`src/rtl/irqr_pkg.sv`:
```
package irqr_pkg;
  localparam int unsigned VEC_BYTES   = 16;
  localparam logic [7:0]  FAULT_SRC_A = 8'd146;
  localparam logic [7:0]  FAULT_SRC_B = 8'd147;

  typedef struct packed {
    logic [15:0] pasid;
    logic [7:0]  vmid;
    logic [7:0]  ring;
    logic [27:0] data;
    logic [7:0]  src;
  } irqr_entry_t;

  typedef enum logic [3:0] {
    ST_IDLE, ST_SAMPLE, ST_CMP, ST_FETCH, ST_CHECK,
    ST_CREDIT, ST_EMIT, ST_ADV, ST_PUB
  } irqr_state_e;
endpackage

```
`src/rtl/irqr_ptr_calc.sv`:
```
module irqr_ptr_calc
  import irqr_pkg::*;
#(
  parameter int PTR_W   = 10,
  parameter int OVF_BIT = 0
) (
  input  logic [PTR_W-1:0] raw_i,
  output logic             ovf_o,
  output logic [PTR_W-1:0] wptr_o,
  output logic [PTR_W-1:0] resync_o
);
  always_comb begin
    ovf_o           = raw_i[OVF_BIT];
    wptr_o          = raw_i;
    wptr_o[OVF_BIT] = 1'b0;
    resync_o        = wptr_o + PTR_W'(VEC_BYTES);
  end
endmodule

```
`src/rtl/irqr_vec_dec.sv`:
```
module irqr_vec_dec
  import irqr_pkg::*;
(
  input  logic [7:0]  src_i,
  input  logic [27:0] data_i,
  input  logic [31:0] w2_i,
  output irqr_entry_t ent_o,
  output logic        need_credit_o
);
  always_comb begin
    ent_o.src     = src_i;
    ent_o.data    = data_i;
    ent_o.ring    = w2_i[7:0];
    ent_o.vmid    = w2_i[15:8];
    ent_o.pasid   = w2_i[31:16];
    need_credit_o = ((src_i == FAULT_SRC_A) || (src_i == FAULT_SRC_B)) &&
                    (w2_i[31:16] != 16'd0);
  end
endmodule

```
`src/rtl/irq_ring_drain.sv`:
```
module irq_ring_drain
  import irqr_pkg::*;
#(
  parameter int RING_BYTES = 1024,
  parameter int OVF_BIT    = 0,
  localparam int PTR_W     = $clog2(RING_BYTES),
  localparam int WIDX_W    = PTR_W - 2
) (
  input  logic              clk,
  input  logic              rst,
  input  logic              irq_pulse_i,
  input  logic [PTR_W-1:0]  wb_wptr_i,
  input  logic              doorbell_mode_i,
  output logic              mem_rd_en_o,
  output logic [WIDX_W-1:0] mem_rd_addr_o,
  input  logic [31:0]       mem_rd_data_i,
  output logic              credit_req_o,
  output logic [15:0]       credit_pasid_o,
  input  logic              credit_rsp_vld_i,
  input  logic              credit_gnt_i,
  output logic              ent_valid_o,
  input  logic              ent_ready_i,
  output logic [7:0]        ent_src_o,
  output logic [27:0]       ent_data_o,
  output logic [7:0]        ent_ring_o,
  output logic [7:0]        ent_vmid_o,
  output logic [15:0]       ent_pasid_o,
  output logic [PTR_W-1:0]  rptr_o,
  output logic              rptr_reg_we_o,
  output logic              rptr_wb_we_o,
  output logic              doorbell_we_o,
  output logic              ovf_clr_o
);
  irqr_state_e       state;
  logic [PTR_W-1:0]  rptr_q, wptr_q, pub_q;
  logic              pend_q, ovf_clr_q;
  logic              en_q, vld_q;
  logic [WIDX_W-1:0] addr_q;
  logic [2:0]        iss_cnt;
  logic [1:0]        cap_cnt;
  logic [7:0]        src_q;
  logic [27:0]       dat_q;
  logic [31:0]       w2_q;
  irqr_entry_t       ent_q, dec;
  logic              ent_vld_q, creq_q;
  logic [15:0]       cpasid_q;
  logic              reg_we_q, wb_we_q, db_we_q;
  logic              ovf_c, need_credit;
  logic [PTR_W-1:0]  wptr_c, resync_c;
  logic [WIDX_W-1:0] base_idx;

  assign base_idx = rptr_q[PTR_W-1:2];

  irqr_ptr_calc #(.PTR_W(PTR_W), .OVF_BIT(OVF_BIT)) u_ptr (
    .raw_i(wb_wptr_i), .ovf_o(ovf_c), .wptr_o(wptr_c), .resync_o(resync_c)
  );

  irqr_vec_dec u_dec (
    .src_i(src_q), .data_i(dat_q), .w2_i(w2_q),
    .ent_o(dec), .need_credit_o(need_credit)
  );

  always_ff @(posedge clk) begin
    if (rst) begin
      state     <= ST_IDLE;
      rptr_q    <= '0;
      wptr_q    <= '0;
      pub_q     <= '0;
      pend_q    <= 1'b0;
      ovf_clr_q <= 1'b0;
      en_q      <= 1'b0;
      vld_q     <= 1'b0;
      addr_q    <= '0;
      iss_cnt   <= '0;
      cap_cnt   <= '0;
      src_q     <= '0;
      dat_q     <= '0;
      w2_q      <= '0;
      ent_q     <= '0;
      ent_vld_q <= 1'b0;
      creq_q    <= 1'b0;
      cpasid_q  <= '0;
      reg_we_q  <= 1'b0;
      wb_we_q   <= 1'b0;
      db_we_q   <= 1'b0;
    end else begin
      ovf_clr_q <= 1'b0;
      reg_we_q  <= 1'b0;
      wb_we_q   <= 1'b0;
      db_we_q   <= 1'b0;
      vld_q     <= en_q;
      if (irq_pulse_i && state != ST_IDLE) pend_q <= 1'b1;
      case (state)
        ST_IDLE: begin
          if (irq_pulse_i || pend_q) begin
            pend_q <= 1'b0;
            state  <= ST_SAMPLE;
          end
        end
        ST_SAMPLE: begin
          wptr_q <= wptr_c;
          if (ovf_c) begin
            rptr_q    <= resync_c;
            ovf_clr_q <= 1'b1;
          end
          state <= ST_CMP;
        end
        ST_CMP: begin
          if (rptr_q == wptr_q) begin
            state <= ST_PUB;
          end else begin
            iss_cnt <= '0;
            cap_cnt <= '0;
            state   <= ST_FETCH;
          end
        end
        ST_FETCH: begin
          if (iss_cnt < 3'd4) begin
            en_q    <= 1'b1;
            addr_q  <= base_idx + WIDX_W'(iss_cnt);
            iss_cnt <= iss_cnt + 3'd1;
          end else begin
            en_q <= 1'b0;
          end
          if (vld_q) begin
            case (cap_cnt)
              2'd0:    src_q <= mem_rd_data_i[7:0];
              2'd1:    dat_q <= mem_rd_data_i[27:0];
              2'd2:    w2_q  <= mem_rd_data_i;
              default: ;
            endcase
            cap_cnt <= cap_cnt + 2'd1;
            if (cap_cnt == 2'd3) state <= ST_CHECK;
          end
        end
        ST_CHECK: begin
          ent_q    <= dec;
          cpasid_q <= dec.pasid;
          if (need_credit) begin
            creq_q <= 1'b1;
            state  <= ST_CREDIT;
          end else begin
            ent_vld_q <= 1'b1;
            state     <= ST_EMIT;
          end
        end
        ST_CREDIT: begin
          if (credit_rsp_vld_i) begin
            creq_q <= 1'b0;
            if (credit_gnt_i) begin
              ent_vld_q <= 1'b1;
              state     <= ST_EMIT;
            end else begin
              state <= ST_ADV;
            end
          end
        end
        ST_EMIT: begin
          if (ent_ready_i) begin
            ent_vld_q <= 1'b0;
            state     <= ST_ADV;
          end
        end
        ST_ADV: begin
          rptr_q <= rptr_q + PTR_W'(VEC_BYTES);
          state  <= ST_CMP;
        end
        ST_PUB: begin
          pub_q <= rptr_q;
          if (doorbell_mode_i) begin
            wb_we_q <= 1'b1;
            db_we_q <= 1'b1;
          end else begin
            reg_we_q <= 1'b1;
          end
          state <= ST_IDLE;
        end
        default: state <= ST_IDLE;
      endcase
    end
  end

  assign mem_rd_en_o    = en_q;
  assign mem_rd_addr_o  = addr_q;
  assign credit_req_o   = creq_q;
  assign credit_pasid_o = cpasid_q;
  assign ent_valid_o    = ent_vld_q;
  assign ent_src_o      = ent_q.src;
  assign ent_data_o     = ent_q.data;
  assign ent_ring_o     = ent_q.ring;
  assign ent_vmid_o     = ent_q.vmid;
  assign ent_pasid_o    = ent_q.pasid;
  assign rptr_o         = pub_q;
  assign rptr_reg_we_o  = reg_we_q;
  assign rptr_wb_we_o   = wb_we_q;
  assign doorbell_we_o  = db_we_q;
  assign ovf_clr_o      = ovf_clr_q;
endmodule

```
`config.mk`:
```
export PLATFORM = sky130hd
export DESIGN_NAME = irq_ring_drain
export DESIGN_NICKNAME = d
export VERILOG_FILES = /design/src/rtl/irqr_pkg.sv /design/src/rtl/irqr_ptr_calc.sv /design/src/rtl/irqr_vec_dec.sv /design/src/rtl/irq_ring_drain.sv
export SDC_FILE = /design/constraint.sdc
export NUM_CORES = 1
export LEC_CHECK = 0
export BUFFER_PORTS_ARGS = -buffer_cell sky130_fd_sc_hd__buf_2
export CORE_UTILIZATION = 47
export DETAILED_ROUTE_END_ITERATION = 10
export PLACE_DENSITY_LB_ADDON = 0.3
export SLEW_MARGIN = 20
export SYNTH_ARGS = -nofsm -noshare
export SYNTH_HDL_FRONTEND = slang
export SYNTH_SLANG_ARGS = --single-unit
```
`constraint.sdc`:
```
create_clock -name clk -period 2.6 [get_ports clk]
set_input_delay 0.39 -clock clk [delete_from_list [all_inputs] [get_ports clk]]
set_output_delay 0.39 -clock clk [all_outputs]
set_load 0.05 [all_outputs]
```
# Word level (Yosys, flattened, before mapping)
# Index checks and enable logic that the tools add are counted.
# totals
register_bits,190
mem_bits_rw,0
inputBits,49
latch_bits,0
romBits,0
memories,0
# op_classes
n_addsub,5
n_div,0
order_cmp,1
mux,32
n_mul,0
n_bitwise,2
reduce_logical,25
shift,0
n_eq_ne,25
# ops
operator,n
4-bit case mux with 7 select lines,1
4-bit two-way mux,6
"2-bit != test, second input constant",11
"10-bit by 5-bit adder with 10-bit output, second input constant",2
10-bit case mux with 2 select lines,1
3-bit AND reduction,6
"4-bit by 3-bit == test with 1-bit output, second input constant",4
"8-bit == test, second input constant",2
16-bit nonzero test,1
1-bit two-way mux,14
10-bit == test,1
10-bit two-way mux,1
5-bit AND reduction,2
8-bit by 3-bit adder with 8-bit output,1
"4-bit by 2-bit == test with 1-bit output, second input constant",2
2-bit two-way mux,3
3-bit two-way mux,2
3-bit case mux with 2 select lines,1
2-bit nonzero test,3
2-bit OR reduction,3
"2-bit == test, second input constant",2
"4-bit by 1-bit == test with 1-bit output, second input constant",1
"4-bit == test, second input constant",1
4-bit logical NOT,1
14 further kinds,18

# Depth between registers and ports, before layout
# Gate-level depths: netlist of run 1.
# depth
word_depth,5
depth_mapped,10
depth_no_buf,8

# Hierarchy
# Synthesis of run 1 repeated with hierarchy kept, for this count alone.
# hier_totals
cells_unflattened,1020
area_unflattened_um2,8232.9
# modules_own_cells
mod,seq_area_each_um2,area_each_um2,cells_per_inst,n_inst
irq_ring_drain,3823.7,7450.9,918,1
irqr_vec_dec,0.0,588.1,77,1
irqr_ptr_calc,0.0,193.9,25,1

# Worst setup path before layout of run 1
# OpenSTA, ideal clock, no wires.
# synth_path
kind,flip-flop to flip-flop
startpoint,register state[1]
endpoint,register rptr_q[8]
stages_incl_launch_ff,11
required_time_ns,2.475
path_slack_ns,0.434
period_less_slack_ns,2.166
setup_ns,0.125
t_arrival_ns,2.040
path_cell_list,dfxtp_1 buf_2 nand4b_1 buf_2 mux2_2 ha_1 nand3_1 nor3b_1 a21oi_1 o221ai_1 a211oi_1
# synth_between
elab_chain_len,3
elab_cells_between_ends,6
cone_classes,3 x eq/ne; 1 x mux; 2 x reduce/logical
# synth_lines
element,line,text
from (decl),irq_ring_drain.sv:34,irqr_state_e state;
from (signal assigned),irq_ring_drain.sv:65,state <= ST_IDLE;
from (signal assigned),irq_ring_drain.sv:97,state <= ST_SAMPLE;
from (signal assigned),irq_ring_drain.sv:106,state <= ST_CMP;
4-bit by 1-bit == test with 1-bit output / 4-bit by 3-bit == test with 1-bit output (equally long branches),irq_ring_drain.sv:93,case (state)
2-bit != test (no line) / 2-bit nonzero test (equally long branches),-,
2-bit AND reduction (no line),-,
to (signal assigned),irq_ring_drain.sv:103,rptr_q <= resync_c;
to (signal assigned),irq_ring_drain.sv:165,rptr_q <= rptr_q + PTR_W'(VEC_BYTES);
to (decl),irq_ring_drain.sv:35,"logic [PTR_W-1:0] rptr_q, wptr_q, pub_q;"
# Parallel ways exist; a longest one is shown, timed or not.
# A chain may end at the register's enable or synchronous reset.

# Worst setup path after layout of run 1
# Ends and elaborated chain as after synthesis.

==> results of run 1 <==
-- critical path, stage by stage (launching register included) --
cell and delay [ns]:
dfxtp_1 0.64, nand4b_1 0.25, mux2_2 0.33, ha_1 0.26, nand3_1 0.11, nor3b_1 0.19, a21oi_1 0.06, o221ai_1 0.20
a211oi_1 0.06
-- worst max-delay path by stage --
stage             start        end  slack [ns]
2_1_floorplan  state[1]  rptr_q[8]        0.43
3_3_place_gp   state[1]  rptr_q[8]        0.45
3_5_place_dp   state[1]  rptr_q[8]        0.40
4_1_cts        state[1]  rptr_q[8]        0.39
5_1_grt        state[1]  rptr_q[8]        0.19
6_report       state[1]  rptr_q[8]        0.37
-- cell type report --
cell class              count  area (um^2)
inverters                  10         37.5
repair buffers            172          945
well taps                 211          264
multi-input cells         658         3250
clock buffers              20          457
fillers                  1472         6550
clock inverters            12          106
flip-flops and latches    188         3760
diodes                      2         5.00
-- flip-flops by register name (all words and copies together), names as in the netlist, 2 cells and up --
name and count:
credit_pasid_o 16, ent_ring_o 8, cap_cnt 2, iss_cnt 3, src_q 8, wptr_q 9, mem_rd_addr_o 8, ent_data_o 28
ent_src_o 8, rptr_o 9, state 4, dat_q 28, w2_q 32, rptr_q 9, ent_vmid_o 8
-- placed cells by master (no fill, tap or decap), types with 3 or more instances in the layout --
cell type / n
inv_8: 4
xor2_1: 10
nor3b_1: 4
clkinvlp_4: 4
inv_1: 10
a211oi_1: 3
nand3_1: 19
clkbuf_16: 17
and3_1: 7
a21oi_1: 167
a311oi_1: 3
buf_4: 13
nand2_1: 320
buf_12: 3
o21ai_0: 6
nand2_2: 3
and2_1: 3
buf_2: 155
clkinv_4: 3
xnor2_1: 5
nand3b_1: 5
nor4_1: 6
mux2i_1: 5
nor2b_1: 6
nor3_1: 9
ha_1: 9
nor2_1: 27
a31oi_1: 3
dfxtp_1: 188
-- cell families after synthesis --
logic type	count (synthesis)	share of synthesized area, %
xor gates and xnor gates	15	1.75
AOI/OAI and AO/OA	200	14.6
buffers and inverters	94	6.51
other	1	0.0501
muxes	7	0.969
adders and majority gates	10	1.77
and+or+nand+nor	425	24.1
DFF	188	50.2
-- per-stage QoR --
step | total power (uW) | hold slack [ns] | instances
final | 6590 | 0.127 | 1273
after CTS | 6630 | 0.114 | 1271
after detailed placement | 4200 | 0.444 | 1239
after global routing | 6900 | 0.125 | 1273
after floorplan | 3920 | 0.432 | 940
after global placement | 4190 | 0.441 | 1239
-- power groups by stage --
stage	Combinational, uW	Sequential [uW]	Clock, uW
floorplan	724	3190	0
global placement	1000	3180	0
detailed placement	1010	3190	0
CTS	1020	3120	2490
global route	1150	3140	2610
finish	1020	3130	2440
-- routing by layer --
layer / part of all wire, % / vias up / track usage, %
met4: 1.5 / 0 / 8.17
met1: 47 / 3017 / 29.3
li1: - / 3302 / -
met2: 47 / 143 / 34.4
met5: 0 / - / 0
met3: 4.8 / 22 / 4.51
==> out/summary.txt, run 1 <==
Status - complete, no violations
Sw Share - 29.3%
Largest net degree at the start of global routing - 71
Initial core utilization - 48.7%
CTS max path bufs - 2
Hold Path Class - input port to register
R2R Path End - rptr_q[8]
Clk pwr share - 37.1%
Chip height - 128 um
Layout area overhead - 17.8%
Pint - 4660 uW
Postcts setup bufs - 0
Worst EP arrival - 2.53 ns
Router iterations before antenna repair - 5
Critical path startpoint category - register
Top-area cell type share of the netlist area - 50.2%
Worst EP required - 2.89 ns
Rel. slew slack - 57.5%
CTS Hold Bufs - 0
Switching Power - 1930 uW
Area contributors post-synth - dfxtp_1 50%, nand2_1 16%, a21oi_1 11%
Flops & latches, synth - 188
Largest area contributor in the netlist - dfxtp_1
Initial antenna violation count - 2
Skew final - 0.00941 ns
Synth cell count leaders - 321 x nand2_1, 188 x dfxtp_1, 167 x a21oi_1
# clock sinks - 188
R2R depth - 8
CP Max Fanout - 16
Nets - 1106
Post-synthesis instance area - 7490 um^2
Async set-reset flop share out of synthesis - 0%
FF-to-FF Start - state[1]
Final Util - 57.4%
GPL Wtd Cong - 0.806
Count leader, synth - nand2_1
Period minus WS final - 2.23 ns
Post-synthesis net count - 999
Core Footprint - 15400 um^2
Register area share after synthesis - 50.2%
Max-cap violations - 0
H-tree depth - 4
Cells after Synth - 940
Hold Crit Endpoint - rptr_reg_we_o
Most used DFF post-synth - dfxtp_1
GRT Overall Usage - 21.8%
Cell variety after synth - 57
Final hold violations - 0
Rows - 45
Skew-Pair Late Insertion Delay - 0.43 ns
First-pass GRT wire length - 28200 um
Port Buffers - 156
DP HPWL - 11500 um
Clock slew at the register clock pins of the worst setup and hold paths - 0.07 ns
Vias in the first global route - 5761
Setup_tns - 0 ns
Post-cts resize count - 0
Period utilization - 85.8%
Horiz. Die Dim - 128 um
TritonCTS clock tree - built
Synth Warn # - 0
Total Wirelength - 17600 um
Leak - 0.00348 uW
DR iter-0 viols - 472
Grt ovf - 0
Vias per Instance - 5.09
Hold Path Stages - 2
Area post-placement - 8260 um^2
Final setup viols - 0
Worst Max-Slew Pin Slew - 0.635 ns
Max Fclk - 448 MHz
CP endpoint kind - register
DP Worst Slack - 0.397 ns
Slew Viols, Final - 0
Type of the worst setup path - register to register
Top Ports - 158
Combinational share of power - 15.5%
Worst Min Path Start - doorbell_mode_i
Max VDD drop - 487 uV
Final Cell Area - 8830 um^2
Die area - 16400 um^2
EDFF count, synth - 0
Num CTS Buffers - 17
Sequential Power Share - 47.5%
Pwr Density - 746 nW/um^2
DRC Markers - 0
Post-route ant nets - 0
CTS root buf - clkbuf_16
Unrepaired setup endpoints after global routing - false
Worst Setup Slack, final - 0.368 ns
Layout cells sized above 1 - 20.4%
Vias post-DR - 6484
Drt wl/cell - 13.8 um
Syn Area/Cell - 7.97 um^2
Reg-to-reg slack, setup - 0.37 ns
(Power assumes the default switching activity.)
==> run 2: changes to the inputs <==
- SYNTH_HIERARCHICAL: default -> 1
==> out/summary.txt, run 2 <==
Grt ovf - 0 (unchanged)
Port Buffers - 157 (+0.64%)
Reg area - 3820 um^2 (+1.6%)
CP max stage cell - dfxtp_1
GRT Overall Usage - 21.5% (-0.29 points)
GPL Wtd Cong - 0.841 (+4.4%)
Layout cells sized above 1 - 21.7% (+1.3 points)
Total Wirelength - 19000 um (+8.3%)
Core Footprint - 17200 um^2 (+12%)
Synth cell count leaders - 328 x nand2_1, 191 x dfxtp_1, 172 x a21oi_1
CTS root buf - clkbuf_16
Vias in the first global route - 5812 (+0.89%)
CTS max path bufs - 2 (unchanged)
Hold Crit Endpoint - rptr_reg_we_o
Max Fclk - 473 MHz (+5.6%)
DP HPWL - 13100 um (+14%)
Hold WS - 0.123 ns (-0.00441 ns)
Hold Path Class - input port to register
Largest net degree at the start of global routing - 75 (+5.6%)
CTS Hold Bufs - 0 (unchanged)
Vias post-DR - 6503 (+0.29%)
Cell variety after synth - 53 (-7.0%)
Commonest non-fill, non-tap cells in the layout - 327 x nand2_1, 191 x dfxtp_1, 172 x a21oi_1
N_diodes - 0 (-2)
Period utilization - 81.3% (-4.5 points)
Rel. slew slack - 47.7% (-9.9 points)
Worst Min Path Start - doorbell_mode_i
Multi-input gate area - 3340 um^2 (+3.0%)
Chip height - 134 um (+4.8%)
Top Ports - 158 (unchanged)
Skew final - 0.0133 ns (+0.00392 ns)
Worst Max-Slew Pin Slew - 0.782 ns (+0.147 ns)
Nets - 1110 (+0.36%)
Layout area overhead - 10.3%
Pwr Total - 6840 uW (+3.9%)
Most used DFF post-synth - dfxtp_1
Num CTS Buffers - 17 (unchanged)
Post-cts resize count - 0 (unchanged)
Unrepaired setup endpoints after global routing - false
Horiz. Die Dim - 134 um (+4.8%)
Postcts setup bufs - 0 (unchanged)
DRC Markers - 0 (unchanged)
Post-synthesis instance area - 8230 um^2 (+9.9%)
Max reg flops - 32 (unchanged)
R2R depth - 5 (-3)
Cell depth of the worst setup path - 5 (-3)
Final hold violations - 0 (unchanged)
Period minus WS final - 2.11 ns (-0.118 ns)
Drt wl/cell - 14.8 um (+7.2%)
Post-route ant nets - 0 (unchanged)
Worst EP arrival - 2.42 ns (-0.11 ns)
TritonCTS clock tree - built
Leak - 0.00360 uW (+3.6%)
Commonest non-fill, non-tap cell in the layout - nand2_1
Slew Viols, Final - 0 (unchanged)
First-pass GRT wire length - 30300 um (+7.2%)
Type of the worst setup path - register to register
DR iter-0 viols - 415 (-12%)
CP endpoint kind - register
Rows - 48 (+6.7%)
Area contributors post-synth - dfxtp_1 46%, nand2_1 15%, a21oi_1 10%
Crit path buf inv count - 0 (unchanged)
# clock sinks - 191 (+1.6%)
Hold Path Stages - 2 (unchanged)
Reg-to-reg slack, setup - 0.49 ns (+0.12 ns)
Final setup viols - 0 (unchanged)
Cell family with most CP delay - simple AND/OR/NAND/NOR gates
Count leader, synth - nand2_1
FF-to-FF Start - state[0]
Syn Area/Cell - 8.07 um^2 (+1.3%)
Top reg by flops - w2_q
CP peak stage delay - 0.69 ns (+0.05 ns)
Flops & latches, synth - 191 (+1.6%)
Register area share after synthesis - 46.4% (-3.8 points)
Largest area contributor in the netlist - dfxtp_1
Fill cells - 1682 (+14%)
R2R Path End - rptr_q[6]
CP Max Fanout - 18 (+2)
Critical path startpoint category - register
Router iterations before antenna repair - 5 (unchanged)
Die area - 18000 um^2 (+9.7%)
Max VDD drop - 516 uV (+6.0%)
Status - complete, no violations
Setup_tns - 0 ns (unchanged)
Initial core utilization - 47.9% (-0.81 points)
EDFF count, synth - 0 (unchanged)
Max-cap violations - 0 (unchanged)
Cells after Synth - 1020 (+8.5%)
Vias per Instance - 5.05 (-0.80%)
Async set-reset flop share out of synthesis - 0% (unchanged)
CP Cell Sequence - or4b_4 -> o21ai_4 -> o21ai_1 -> a221oi_2 -> nor2_1
Top-area cell type share of the netlist area - 46.4% (-3.8 points)
Skew-Pair Late Insertion Delay - 0.44 ns (about the same)
Clock slew at the register clock pins of the worst setup and hold paths - 0.07 ns (about the same)
Worst EP required - 2.91 ns (+0.02 ns)
Initial antenna violation count - 0 (-2)
H-tree depth - 4 (unchanged)
Synth Warn # - 6 (+6)
Pwr Density - 753 nW/um^2 (+0.93%)
-- run 2: cell types whose count changed after synthesis, moves of 4 or more --
cell,previous run,this run
nand3b_1,5,1
buf_4,27,105
a21oi_1,167,172
inv_1,10,6
nand3_1,19,14
nor3_1,10,6
and3_1,7,3
nor2_1,27,19
xnor2_1,5,10
o21ai_1,1,5
nor4_2,0,5
nand2_1,321,328
clkbuf_1,33,38
a211oi_1,3,7
-- run 2: logic make-up (layout without fill, tap and decap cells) --
group / Yosys count / in the layout / share of synthesized area (%)
flops: 191 / 191 / 46.4
buf+inv: 172 / 213 / 13.0
fa+ha+maj: 11 / 11 / 1.76
simple gates: 411 / 411 / 21.8
mux: 3 / 3 / 0.365
xor+xnor: 23 / 23 / 2.45
other cells: 1 / 2 / 0.0455
compound gates: 208 / 208 / 14.1
-- run 2: area by class of cell --
type / count / share of cell area (%)
clock buffer: 17 / 4.68
clock inverter: 14 / 2.09
inverter: 6 / 0.248
multi-input combinational: 658 / 36.8
sequential: 191 / 42.1
tap: 225 / 3.10
timing repair buffer: 176 / 11.0
-- run 2: power breakdown --
| group | switching [uW] | total, uW | internal, uW |
|---|---|---|---|
| clock | 1240 | 2720 | 1470 |
| sequential | 150 | 3180 | 3030 |
| combinational | 600 | 944 | 344 |
| total | 2000 | 6840 | 4850 |
-- run 2: worst max path at each step --
stage             start  slack (ns)                to
3_3_place_gp   state[0]        0.57         rptr_q[9]
5_1_grt        state[0]        0.33  mem_rd_addr_o[4]
4_1_cts        state[0]        0.50         rptr_q[8]
6_report       state[0]        0.49         rptr_q[6]
3_5_place_dp   state[0]        0.51         rptr_q[8]
2_1_floorplan  state[1]        0.99         rptr_q[6]
-- run 2: through the flow --
step                cell area [um^2]  setup slack, ns  std cells  utilization, %
floorplan                       8240            0.989       1021               -
global placement                8470            0.565       1256            49.3
detailed placement              8470            0.507       1256            49.3
CTS                             9080            0.497       1287            52.9
global route                    9080            0.327       1287            52.9
finish                          9080            0.486       1287            52.9
-- run 2: per-layer routing --
layer  part of all wire (%)  GRT usage [%]  vias to the layer above
li1                       -              -                     3301
met1                     45           27.8                     3027
met2                     48           35.5                      162
met3                    5.5           5.14                       13
met4                   0.94           6.12                        0
met5                      0              0                        -
==> run 3: changes to the inputs <==
- ABC_AREA: default -> 1
- clock period: 2.6 -> 2.1 ns (I/O delays scaled with it)
==> out/summary.txt, run 3 <==
Die area - 17900 um^2 (-0.81%)
Syn Area/Cell - 7.57 um^2 (-6.2%)
Period utilization - 84.7% (+3.3 points)
Clock slew at the register clock pins of the worst setup and hold paths - 0.07 ns (about the same)
Worst EP required - 2.46 ns (-0.45 ns)
Register area share after synthesis - 46.8% (+0.38 points)
Nets - 1178 (+6.1%)
First-pass GRT wire length - 29800 um (-1.5%)
EDFF count, synth - 0 (unchanged)
Skew-Pair Late Insertion Delay - 0.42 ns (-0.02 ns)
Post-cts resize count - 0 (unchanged)
Commonest non-fill, non-tap cells in the layout - 319 x nor2_1, 191 x dfxtp_1, 173 x o21ai_0
Area contributors post-synth - dfxtp_1 47%, nor2_1 15%, o21ai_0 11%
Clk pwr share - 32.5% (-7.2 points)
GPL Wtd Cong - 0.888 (+5.6%)
GRT Overall Usage - 20.9% (-0.60 points)
Switching Power - 3220 uW (+61%)
Largest area contributor in the netlist - dfxtp_1
Router iterations before antenna repair - 5 (unchanged)
Vias in the first global route - 6149 (+5.8%)
Core Footprint - 16800 um^2 (-2.4%)
Worst Setup Slack, final - 0.322 ns (-0.164 ns)
Pint - 6130 uW (+26%)
CTS root buf - clkbuf_16
Status - complete, no violations
Final setup viols - 0 (unchanged)
Port Buffers - 157 (unchanged)
Most used DFF post-synth - dfxtp_1
Period minus WS final - 1.78 ns (-0.336 ns)
Critical path startpoint category - register
Slew Viols, Final - 0 (unchanged)
Leak - 0.00437 uW (+21%)
Chip height - 134 um (-0.41%)
H-tree depth - 4 (unchanged)
Worst EP arrival - 2.13 ns (-0.29 ns)
Postcts setup bufs - 0 (unchanged)
Num CTS Buffers - 17 (unchanged)
Total Wirelength - 18300 um (-3.9%)
Max VDD drop - 582 uV (+13%)
Combinational share of power - 23.1% (+9.3 points)
Hold Path Class - input port to register
DP HPWL - 12300 um (-5.9%)
Vias per Instance - 4.97 (-1.7%)
Horiz. Die Dim - 134 um (-0.41%)
DRC Markers - 0 (unchanged)
Max Fclk - 562 MHz (+19%)
CP endpoint kind - register
Sw Share - 34.5% (+5.3 points)
Skew final - 0.00860 ns (-0.00473 ns)
Type of the worst setup path - register to register
Pwr Density - 1040 nW/um^2 (+38%)
Hold WS - 0.0650 ns (-0.0579 ns)
Final hold violations - 0 (unchanged)
Worst Max-Slew Pin Slew - 0.652 ns (-0.130 ns)
Synth cell count leaders - 319 x nor2_1, 191 x dfxtp_1, 173 x o21ai_0
Cells after Synth - 1079 (+5.8%)
Flops & latches, synth - 191 (unchanged)
Unrepaired setup endpoints after global routing - false
CP Max Fanout - 35 (+17)
N_diodes - 0 (unchanged)
Cell variety after synth - 37 (-30%)
Vias post-DR - 6708 (+3.2%)
Synth Warn # - 6 (unchanged)
Largest net degree at the start of global routing - 106 (+41%)
DR iter-0 viols - 348 (-16%)
Initial core utilization - 48.7% (+0.79 points)
Layout cells sized above 1 - 19.5% (-2.1 points)
Commonest non-fill, non-tap cell in the layout - nor2_1
Rows - 47 (-2.1%)
Post-synthesis instance area - 8170 um^2 (-0.82%)
# clock sinks - 191 (unchanged)
Top reg by flops - w2_q
Max-cap violations - 0 (unchanged)
Post-route ant nets - 0 (unchanged)
Initial antenna violation count - 0 (unchanged)
Layout area overhead - 9.87%
Top-area cell type share of the netlist area - 46.8% (+0.38 points)
Setup_tns - 0 ns (unchanged)
CTS Hold Bufs - 0 (unchanged)
Count leader, synth - nor2_1
DP Worst Slack - 0.326 ns (-0.180 ns)
Drt wl/cell - 13.5 um (-8.5%)
Rel. slew slack - 56.5% (+8.8 points)
TritonCTS clock tree - built
CTS max path bufs - 2 (unchanged)
Top Ports - 158 (unchanged)
Max reg flops - 32 (unchanged)
Sequential Power Share - 44.4% (-2.1 points)
Async set-reset flop share out of synthesis - 0% (unchanged)
Grt ovf - 0 (unchanged)
[run 3: changes by cell type after synthesis, moves of 5 or more]
cell | previous run | this run
clkbuf_1 | 38 | 33
inv_2 | 0 | 5
a21oi_1 | 172 | 34
nor4_2 | 5 | 0
nor3b_1 | 7 | 1
nor2b_1 | 5 | 0
nor2_1 | 19 | 319
inv_1 | 6 | 48
o21ai_0 | 7 | 173
nand2_1 | 328 | 75
buf_2 | 20 | 7
[run 3: power groups by stage]
stage	registers [uW]	logic [uW]	clock network (uW)
after floorplan	4750	1120	0
after global placement	4230	2140	0
after detailed placement	4230	2150	0
after CTS	4150	2170	3100
after global routing	4190	2360	3260
final	4150	2160	3040
[run 3: logic make-up (layout without fill, tap and decap cells)]
| logic type | Yosys count | in the layout | synth area share, % |
|---|---|---|---|
| compound gates | 222 | 222 | 14.0 |
| xor+xnor | 16 | 16 | 1.72 |
| fa+ha+maj | 11 | 11 | 1.78 |
| buf+inv | 205 | 256 | 14.6 |
| flops | 191 | 191 | 46.8 |
| other cells | 1 | 2 | 0.0459 |
| simple gates | 433 | 433 | 21.0 |
[run 3: area by class of cell]
| cell class | count | area (um^2) |
|---|---|---|
| multi-input combinational | 684 | 3160 |
| fill | 1619 | 7790 |
| clock inverter | 12 | 101 |
| clock buffer | 20 | 457 |
| timing repair buffer | 171 | 953 |
| tap | 220 | 275 |
| sequential | 191 | 3820 |
| inverter | 53 | 201 |
[run 3: critical path, cell delays in order, from the launching register on]
cell and delay, ns:
dfxtp_1 0.42, inv_1 0.11, nand2_1 0.16, nor2_4 0.05
inv_2 0.47, buf_4 0.31, nor2_1 0.06, nor2_1 0.11
[run 3: metal layers]
layer,GRT usage (%),routed length [um]
met1,26.6,8350
met4,5.68,151
met3,4.84,989
met5,0,0
met2,35.3,8780
[run 3: path summary, 6_finish.rpt]
path              startpoint            end  slack (ns)  cells after the start
min          doorbell_mode_i  rptr_reg_we_o        0.07                      2
max                 state[0]  ent_vmid_o[4]        0.32                      7
max reg2reg         state[0]  ent_vmid_o[4]        0.32                      7
min reg2reg      mem_rd_en_o          vld_q        0.44                      2
[run 3: through the flow]
| step | power, uW | utilization (%) | cells | cell area [um^2] |
|---|---|---|---|---|
| floorplan | 5870 | - | 1080 | 8170 |
| global placement | 6360 | 50.2 | 1319 | 8410 |
| detailed placement | 6380 | 50.2 | 1319 | 8410 |
| CTS | 9420 | 53.5 | 1351 | 8970 |
| global route | 9810 | 53.5 | 1351 | 8970 |
| finish | 9350 | 53.5 | 1351 | 8970 |
